===== src/rtl/vt_arb_pkg.sv =====
// Shared types for the video/text output bus arbiter.
package vt_arb_pkg;
    // Arbiter position: between lines, inside a video line, inside a text line.
    typedef enum logic [1:0] {
        ST_GAP = 2'd0,
        ST_VID = 2'd1,
        ST_TXT = 2'd2
    } arb_state_t;
endpackage


===== src/rtl/vt_arb_fsm.sv =====
// Grant state machine. Decides each cycle which source is popped.
// Assumes: once txt_rdy is high for a line, it stays high until the
// txt_last byte is popped (the line is fully buffered upstream).
module vt_arb_fsm
    import vt_arb_pkg::*;
(
    input  logic clk,
    input  logic rst_n,
    input  logic vid_avail,
    input  logic vid_eol,
    input  logic txt_rdy,
    input  logic txt_last,
    output logic vid_pop,
    output logic txt_pop
);
    arb_state_t st, st_nxt;

    // Grant decision and next state from the current position and the inputs.
    always_comb begin
        vid_pop = 1'b0;
        txt_pop = 1'b0;
        st_nxt  = st;
        case (st)
            ST_GAP: begin
                if (vid_avail) begin
                    vid_pop = 1'b1;
                    st_nxt  = vid_eol ? ST_GAP : ST_VID;
                end else if (txt_rdy) begin
                    txt_pop = 1'b1;
                    st_nxt  = txt_last ? ST_GAP : ST_TXT;
                end
            end
            ST_VID: begin
                if (vid_avail) begin
                    vid_pop = 1'b1;
                    st_nxt  = vid_eol ? ST_GAP : ST_VID;
                end
            end
            ST_TXT: begin
                if (txt_rdy) begin
                    txt_pop = 1'b1;
                    st_nxt  = txt_last ? ST_GAP : ST_TXT;
                end
            end
            default: st_nxt = ST_GAP;
        endcase
        if (!rst_n) begin
            vid_pop = 1'b0;
            txt_pop = 1'b0;
            st_nxt  = ST_GAP;
        end
    end

    // State register.
    always_ff @(posedge clk) begin
        st <= st_nxt;
    end


    pop_exclusive_chk: assert property (@(posedge clk) disable iff (!rst_n)
        $onehot0({vid_pop, txt_pop}));


    text_runs_chk: assert property (@(posedge clk) disable iff (!rst_n)
        (txt_pop && !txt_last) |=> !vid_pop);


    open_line_no_text_chk: assert property (@(posedge clk) disable iff (!rst_n)
        (vid_pop && !vid_eol) |=> !txt_pop);
endmodule


===== src/rtl/vt_out_stage.sv =====
// Output register. Presents the granted byte with a one-cycle qualifier.
// Assumes at most one pop per cycle. Holds the bus value while idle.
module vt_out_stage #(
    parameter int DATA_W = 8
) (
    input  logic              clk,
    input  logic              rst_n,
    input  logic              vid_pop,
    input  logic              txt_pop,
    input  logic [DATA_W-1:0] vid_byte,
    input  logic [DATA_W-1:0] txt_byte,
    output logic [DATA_W-1:0] out_data,
    output logic              out_dq
);
    // Register the granted byte and its qualifier.
    always_ff @(posedge clk) begin
        if (!rst_n) begin
            out_data <= '0;
            out_dq   <= 1'b0;
        end else begin
            out_dq <= vid_pop | txt_pop;
            if (vid_pop)      out_data <= vid_byte;
            else if (txt_pop) out_data <= txt_byte;
        end
    end


    video_forward_chk: assert property (@(posedge clk) disable iff (!rst_n)
        vid_pop |=> (out_dq && out_data == $past(vid_byte)));


    idle_hold_chk: assert property (@(posedge clk) disable iff (!rst_n)
        (!vid_pop && !txt_pop) |=> (!out_dq && $stable(out_data)));
endmodule


===== src/rtl/vt_flag_ctl.sv =====
// Framing flag for sliced data. Set when a text byte goes out, cleared
// when a video byte tagged as start-of-active-video goes out.
module vt_flag_ctl (
    input  logic clk,
    input  logic rst_n,
    input  logic txt_pop,
    input  logic vid_pop,
    input  logic vid_sav,
    output logic out_flag
);
    // Update the flag in step with the byte that goes onto the bus.
    always_ff @(posedge clk) begin
        if (!rst_n)                  out_flag <= 1'b0;
        else if (txt_pop)            out_flag <= 1'b1;
        else if (vid_pop && vid_sav) out_flag <= 1'b0;
    end


    flag_with_text_chk: assert property (@(posedge clk) disable iff (!rst_n)
        txt_pop |=> out_flag);


    flag_drop_sav_chk: assert property (@(posedge clk) disable iff (!rst_n)
        (vid_pop && vid_sav) |=> !out_flag);


    flag_keep_chk: assert property (@(posedge clk) disable iff (!rst_n)
        (out_flag && !(vid_pop && vid_sav)) |=> out_flag);
endmodule


===== src/rtl/vt_bus_arbiter.sv =====
// Top level: shares one output byte bus between video and sliced text.
// Text lines are inserted only between video lines while the video FIFO
// is empty. Outputs are registered one cycle after the pop.
module vt_bus_arbiter #(
    parameter int DATA_W = 8
) (
    input  logic              clk,
    input  logic              rst_n,
    input  logic              vid_avail,
    input  logic [DATA_W-1:0] vid_byte,
    input  logic              vid_eol,
    input  logic              vid_sav,
    output logic              vid_pop,
    input  logic              txt_rdy,
    input  logic [DATA_W-1:0] txt_byte,
    input  logic              txt_last,
    output logic              txt_pop,
    output logic [DATA_W-1:0] out_data,
    output logic              out_dq,
    output logic              out_flag
);
    vt_arb_fsm u_fsm (
        .clk       (clk),
        .rst_n     (rst_n),
        .vid_avail (vid_avail),
        .vid_eol   (vid_eol),
        .txt_rdy   (txt_rdy),
        .txt_last  (txt_last),
        .vid_pop   (vid_pop),
        .txt_pop   (txt_pop)
    );

    vt_out_stage #(.DATA_W(DATA_W)) u_out (
        .clk      (clk),
        .rst_n    (rst_n),
        .vid_pop  (vid_pop),
        .txt_pop  (txt_pop),
        .vid_byte (vid_byte),
        .txt_byte (txt_byte),
        .out_data (out_data),
        .out_dq   (out_dq)
    );

    vt_flag_ctl u_flag (
        .clk      (clk),
        .rst_n    (rst_n),
        .txt_pop  (txt_pop),
        .vid_pop  (vid_pop),
        .vid_sav  (vid_sav),
        .out_flag (out_flag)
    );


    video_priority_chk: assert property (@(posedge clk) disable iff (!rst_n)
        (vid_pop && vid_eol && vid_avail) |=> !(txt_pop && vid_avail));
endmodule


===== config.mk =====
export PLATFORM = sky130hd
export DESIGN_NAME = vt_bus_arbiter
export DESIGN_NICKNAME = d
export VERILOG_FILES = /design/src/rtl/vt_arb_pkg.sv /design/src/rtl/vt_arb_fsm.sv /design/src/rtl/vt_out_stage.sv /design/src/rtl/vt_flag_ctl.sv /design/src/rtl/vt_bus_arbiter.sv
export SDC_FILE = /design/constraint.sdc
export NUM_CORES = 1
export LEC_CHECK = 0
export CAP_MARGIN = 20
export CORE_AREA = 5 5 42 44
export DETAILED_ROUTE_END_ITERATION = 6
export DIE_AREA = 0 0 47 49
export DONT_BUFFER_PORTS = 1
export PLACE_DENSITY = 0.67
export SKIP_CTS_REPAIR_TIMING = 1
export SLEW_MARGIN = 40
export SYNTH_ARGS = -nofsm -noshare
export SYNTH_HDL_FRONTEND = slang
export SYNTH_SLANG_ARGS = --single-unit
export TNS_END_PERCENT = 5

===== constraint.sdc =====
create_clock -name clk -period 1.38 [get_ports clk]
set_input_delay 0.138 -clock clk [delete_from_list [all_inputs] [get_ports clk]]
set_output_delay 0.138 -clock clk [all_outputs]
set_load 0.01 [all_outputs]

After elaboration in Yosys (flattened, before gate mapping)
Cells that the tools add are included.
{ "classes": {"n_eq_ne": 3, "mux": 17, "bitwise_logic": 1, "reduce_logical": 5} }
{ "op_table": {"columns": ["cell", "count"], "rows": [
  ["8-bit 2-to-1 mux", 2],
  ["1-bit 2-to-1 mux", 9],
  ["2-bit 2-to-1 mux", 4],
  ["2-bit case mux with 3 select lines", 1],
  ["2-bit nonzero test", 2],
  ["2-bit by 1-bit == test with 1-bit output (second input constant)", 1],
  ["2-bit == test (second input constant)", 1],
  ["2-bit logical NOT", 1],
  ["2-bit inequality test (second input constant)", 1],
  ["1-bit case mux with 2 select lines", 1],
  ["2-bit OR reduction", 1],
  ["1-bit logical AND", 1],
  ["1-bit OR", 1]
]} }
{ "totals": {"ff_bits": 12} }

Longest topological paths before layout
{ "depth": {"depth_word": 7, "depth_mapped": 5, "mapped_depth_nobuf": 3} }

Cells and area by module
Synthesis repeated with hierarchy kept, for this count alone.
{ "unflattened": {"hier_cells": 53, "hier_area_um2": 600.6} }
{ "modules_own_cells": {"columns": ["module", "instances", "cells_each", "area_per_inst_um2"], "rows": [
  ["vt_out_stage", 1, 37, 457.9],
  ["vt_arb_fsm", 1, 12, 107.6],
  ["vt_flag_ctl", 1, 4, 35.0]
]} }

Least setup slack after synthesis
Ideal clock, no wire load.
{ "synth_timing": {"path_type": "flip-flop to flip-flop", "from": "register u_fsm.st[1]", "to": "register u_out.out_dq", "arrival_time_ns": 1.050, "setup_slack_ns": 0.215, "stages_incl_launch_ff": 6, "path_cell_list": "dfxtp_1 nor2b_4 buf_6 or2_1 buf_6 and2_1"} }
{ "synth_via": {"elab_chain_cells": 5, "word_cells_on_any_way": 9, "cone_classes": "eq/ne: 2; mux: 4; bitwise: 1; reduce/logical: 2"} }
{ "synth_lines": {"columns": ["item", "line_no", "rtl"], "rows": [
  ["start: declaration", "vt_arb_fsm.sv:16", "arb_state_t st, st_nxt;"],
  ["start signal: assignment", "vt_arb_fsm.sv:56", "st <= st_nxt;"],
  ["2-bit by 1-bit == test with 1-bit output or 2-bit logical NOT (tied branches)", "vt_arb_fsm.sv:23", "case (st)"],
  ["2-bit OR reduction (no line)", null, null],
  ["1-bit 2-to-1 mux", null, null],
  ["1-bit 2-to-1 mux", "vt_arb_fsm.sv:47", "if (!rst_n) begin"],
  ["1-bit OR *", "vt_out_stage.sv:21", "out_dq <= vid_pop | txt_pop;"],
  ["end signal: assignment", "vt_out_stage.sv:21", null],
  ["end: declaration", "vt_out_stage.sv:13", "output logic out_dq"]
]} }
Every way passes the cells marked *; elsewhere a longest branch is shown, timed or not.
A chain may end at the register's enable or synchronous reset.

Final worst setup path
{ "layout_timing": {"from": "register u_fsm.st[0]", "to": "output txt_pop"} }
{ "layout_via": {"elab_chain_cells": 3, "word_cells_on_any_way": 4, "cone_classes": "eq/ne: 1; mux: 2; reduce/logical: 1"} }
{ "layout_lines": {"columns": ["item", "line_no", "rtl"], "rows": [
  ["2-bit == test or 2-bit logical NOT (tied branches)", "vt_arb_fsm.sv:23", null],
  ["1-bit case mux with 2 select lines *", "vt_arb_fsm.sv:23", null],
  ["1-bit 2-to-1 mux *", "vt_arb_fsm.sv:47", null],
  ["end: declaration", "vt_bus_arbiter.sv:17", "output logic txt_pop,"]
]} }
Marks and branches as above.

==> results.yml <==
critical_path:
  critPathLaunchType: "flip-flop"
  arrival_ns: 1.15
  path_max_fanout: 9
  path_class: "reg -> out"
  cp.required_ns: 1.24
  crit_path_end_kind: "primary output"
floorplanning:
  dieArea_sq_um: 2303
  rows: 14
  core-area_sq_um: 1401
  dieHeight_um: 49
  io_pins: 35
  fp.dieW_um: 47
  initial_core_util: 0.4304
placed_design:
  portBuffers: 0
  dpl.cell_count: 79
  gp_congestion: 0.6730
  placed_area_sq_um: 594.3
  dp_hpwl_um: 988.5
outcome:
  status: "finished with violations"
  violations: "hold timing"
power_and_ir_drop:
  seq_power_share: 0.550
  p_clk_frac: 0.270
  intPower_w: 0.0005388
  p_per_area_nw_per_um2: 1144
  switching_power_w: 0.0002084
  pwr-share-comb: 0.179
  switching_share: 0.2789
  ir_drop_mv: 0.7211
  p_leak_nw: 0.2470
detailed_routing:
  wire_per_inst_um: 15.38
  wirelength_mm: 1.307
  viasPerCell: 5.694
  postRouteAntennaNets: 0
  drt-initial-drc-count: 1
  drtPass1Iterations: 2
  num_vias: 484
  drc_errors: 0
run:
  cap_violations: 0
logic_synthesis:
  ys_seq_area_frac: 0.3983
  ys_types: 18
  syn_nets: 90
  synth_edf_count: 0
  ys.flop_type: "dfxtp_1"
  synthArstFlopShare: 0
  syn_inst: 67
  ys_warn_count: 0
  ys_ff_latch: 12
  avgSynthCellArea_sq_um: 9.001
  syn_area_sq_um: 603.1
clock_network:
  path_clk_slew_ns: 0.07
  cts.sinks: 12
  root_buffer: "clkbuf_4"
  cts_buffer_depth: 2
  cts_tree: "built"
  numCtsBuffers: 3
  h-tree-depth: 1
  clock_latency_ns: 0.26
global_route:
  grt_pass1_vias: 508
  grt_usage: 0.1236
  grt_pass1_wl_mm: 2.063
  overflow: 0
  grt_max_degree: 17
  antenna_found_initial: 0
timing:
  fin_skew_ns: 0.0002854
  period_share: 0.9317
  finalMaxSlewViolations: 0
  post-route-min-period_ns: 1.286
  finalHoldViolCount: 1
  whs_ns: -0.002161
  tightest_slew_ns: 0.5490
  slew_headroom: 0.6336
  fmax_mhz: 777.8
  tns_ns: 0
  setup_viol: 0
  rsz0062_at_grt: "false"
finish:
  drive_gt1_frac: 0.2319
  nets: 94
  final_common_cell: "nand2_1"
  layoutNonFillerInstCount: 85
  final_cell_mix: "nand2_1, dfxtp_1, nor3_1, a311oi_2"
  num_antenna_cells: 0
  stdcell_area_sq_um: 653.1
  area_growth_pct: 8.299
  final_util: 0.4661
min_path:
  worst_hold_path_type: "in -> reg"
-- stage by stage --
stage / hold slack [ns] / setup slack (ns) / total power [W]
floorplan: 0.2510 / 0.2148 / 0.0005330
global placement: 0.2614 / 0.2037 / 0.0005430
detailed placement: 0.2686 / 0.1832 / 0.0005465
CTS: -0.01412 / -0.1008 / 0.0007483
global route: 0.004437 / 0.01417 / 0.0007841
finish: -0.002161 / 0.09426 / 0.0007472
-- worst max-delay path, stage by stage (launching register included) --
cell and delay, ns:
dfxtp_1 0.33, nor2b_1 0.14, buf_4 0.19, nand2_1 0.09, nor2_2 0.14
-- worst paths after layout --
kind                             from                        to  slack [ns]  cells after the start
max reg2reg  u_fsm.st[1]$_SDFFE_PN0P_   u_out.out_dq$_SDFF_PN0_        0.19                      3
min reg2reg  u_fsm.st[0]$_SDFFE_PN0P_  u_fsm.st[1]$_SDFFE_PN0P_        0.47                      1
min                           vid_eol  u_fsm.st[0]$_SDFFE_PN0P_      -0.002                      1
max          u_fsm.st[0]$_SDFFE_PN0P_                   txt_pop        0.09                      4
-- state kept, by name, indices dropped and copies added (netlist names) --
signal / flops
u_out.out_dq: 1
u_out.out_data: 8
u_fsm.st: 2
u_flag.out_flag: 1
-- cell usage after synthesis (2+ instances only) --
cell type | n | area (sq um)
buf_2 | 2 | 10.01
nand2_1 | 17 | 63.81
dfxtp_1 | 12 | 240.2
nor3_1 | 8 | 40.04
inv_1 | 3 | 11.26
a21oi_1 | 2 | 10.01
a311oi_2 | 8 | 120.1
a2111oi_0 | 2 | 17.52
buf_6 | 2 | 22.52
nor2_1 | 3 | 11.26
-- cell type report --
type	count	area [sq um]
fillers	148	748.2
multi-input cells	46	314.1
flip-flops and latches	12	240.2
repair buffers	5	45.04
clock buffers	3	22.52
well taps	16	20.02
inverters	3	11.26
-- cells by family (layout without fill, tap and decap cells) --
kind of cell / count (synthesis) / count (layout) / synth area share
flops: 12 / 12 / 0.3983
compound gates: 13 / 13 / 0.2531
buf+inv: 9 / 11 / 0.09128
simple gates: 33 / 33 / 0.2573
-- power by group through the flow --
| stage | Combinational, W | Sequential (W) | Clock [W] |
|---|---|---|---|
| after global routing | 0.000153 | 0.000416 | 0.000215 |
| after global placement | 0.000123 | 0.000420 | 0 |
| after detailed placement | 0.000126 | 0.000421 | 0 |
| after floorplan | 0.000119 | 0.000414 | 0 |
| final | 0.000134 | 0.000411 | 0.000202 |
| after CTS | 0.000126 | 0.000413 | 0.000210 |
-- routing by layer --
layer / global-route usage / vias to the layer above / wire (um)
li1: - / 243 / -
met1: 0.1220 / 222 / 503
met2: 0.2059 / 19 / 640
met3: 0.08856 / 0 / 164
met4: 0.02304 / 0 / 0
met5: 0 / - / 0
(Power assumes the default switching activity.)
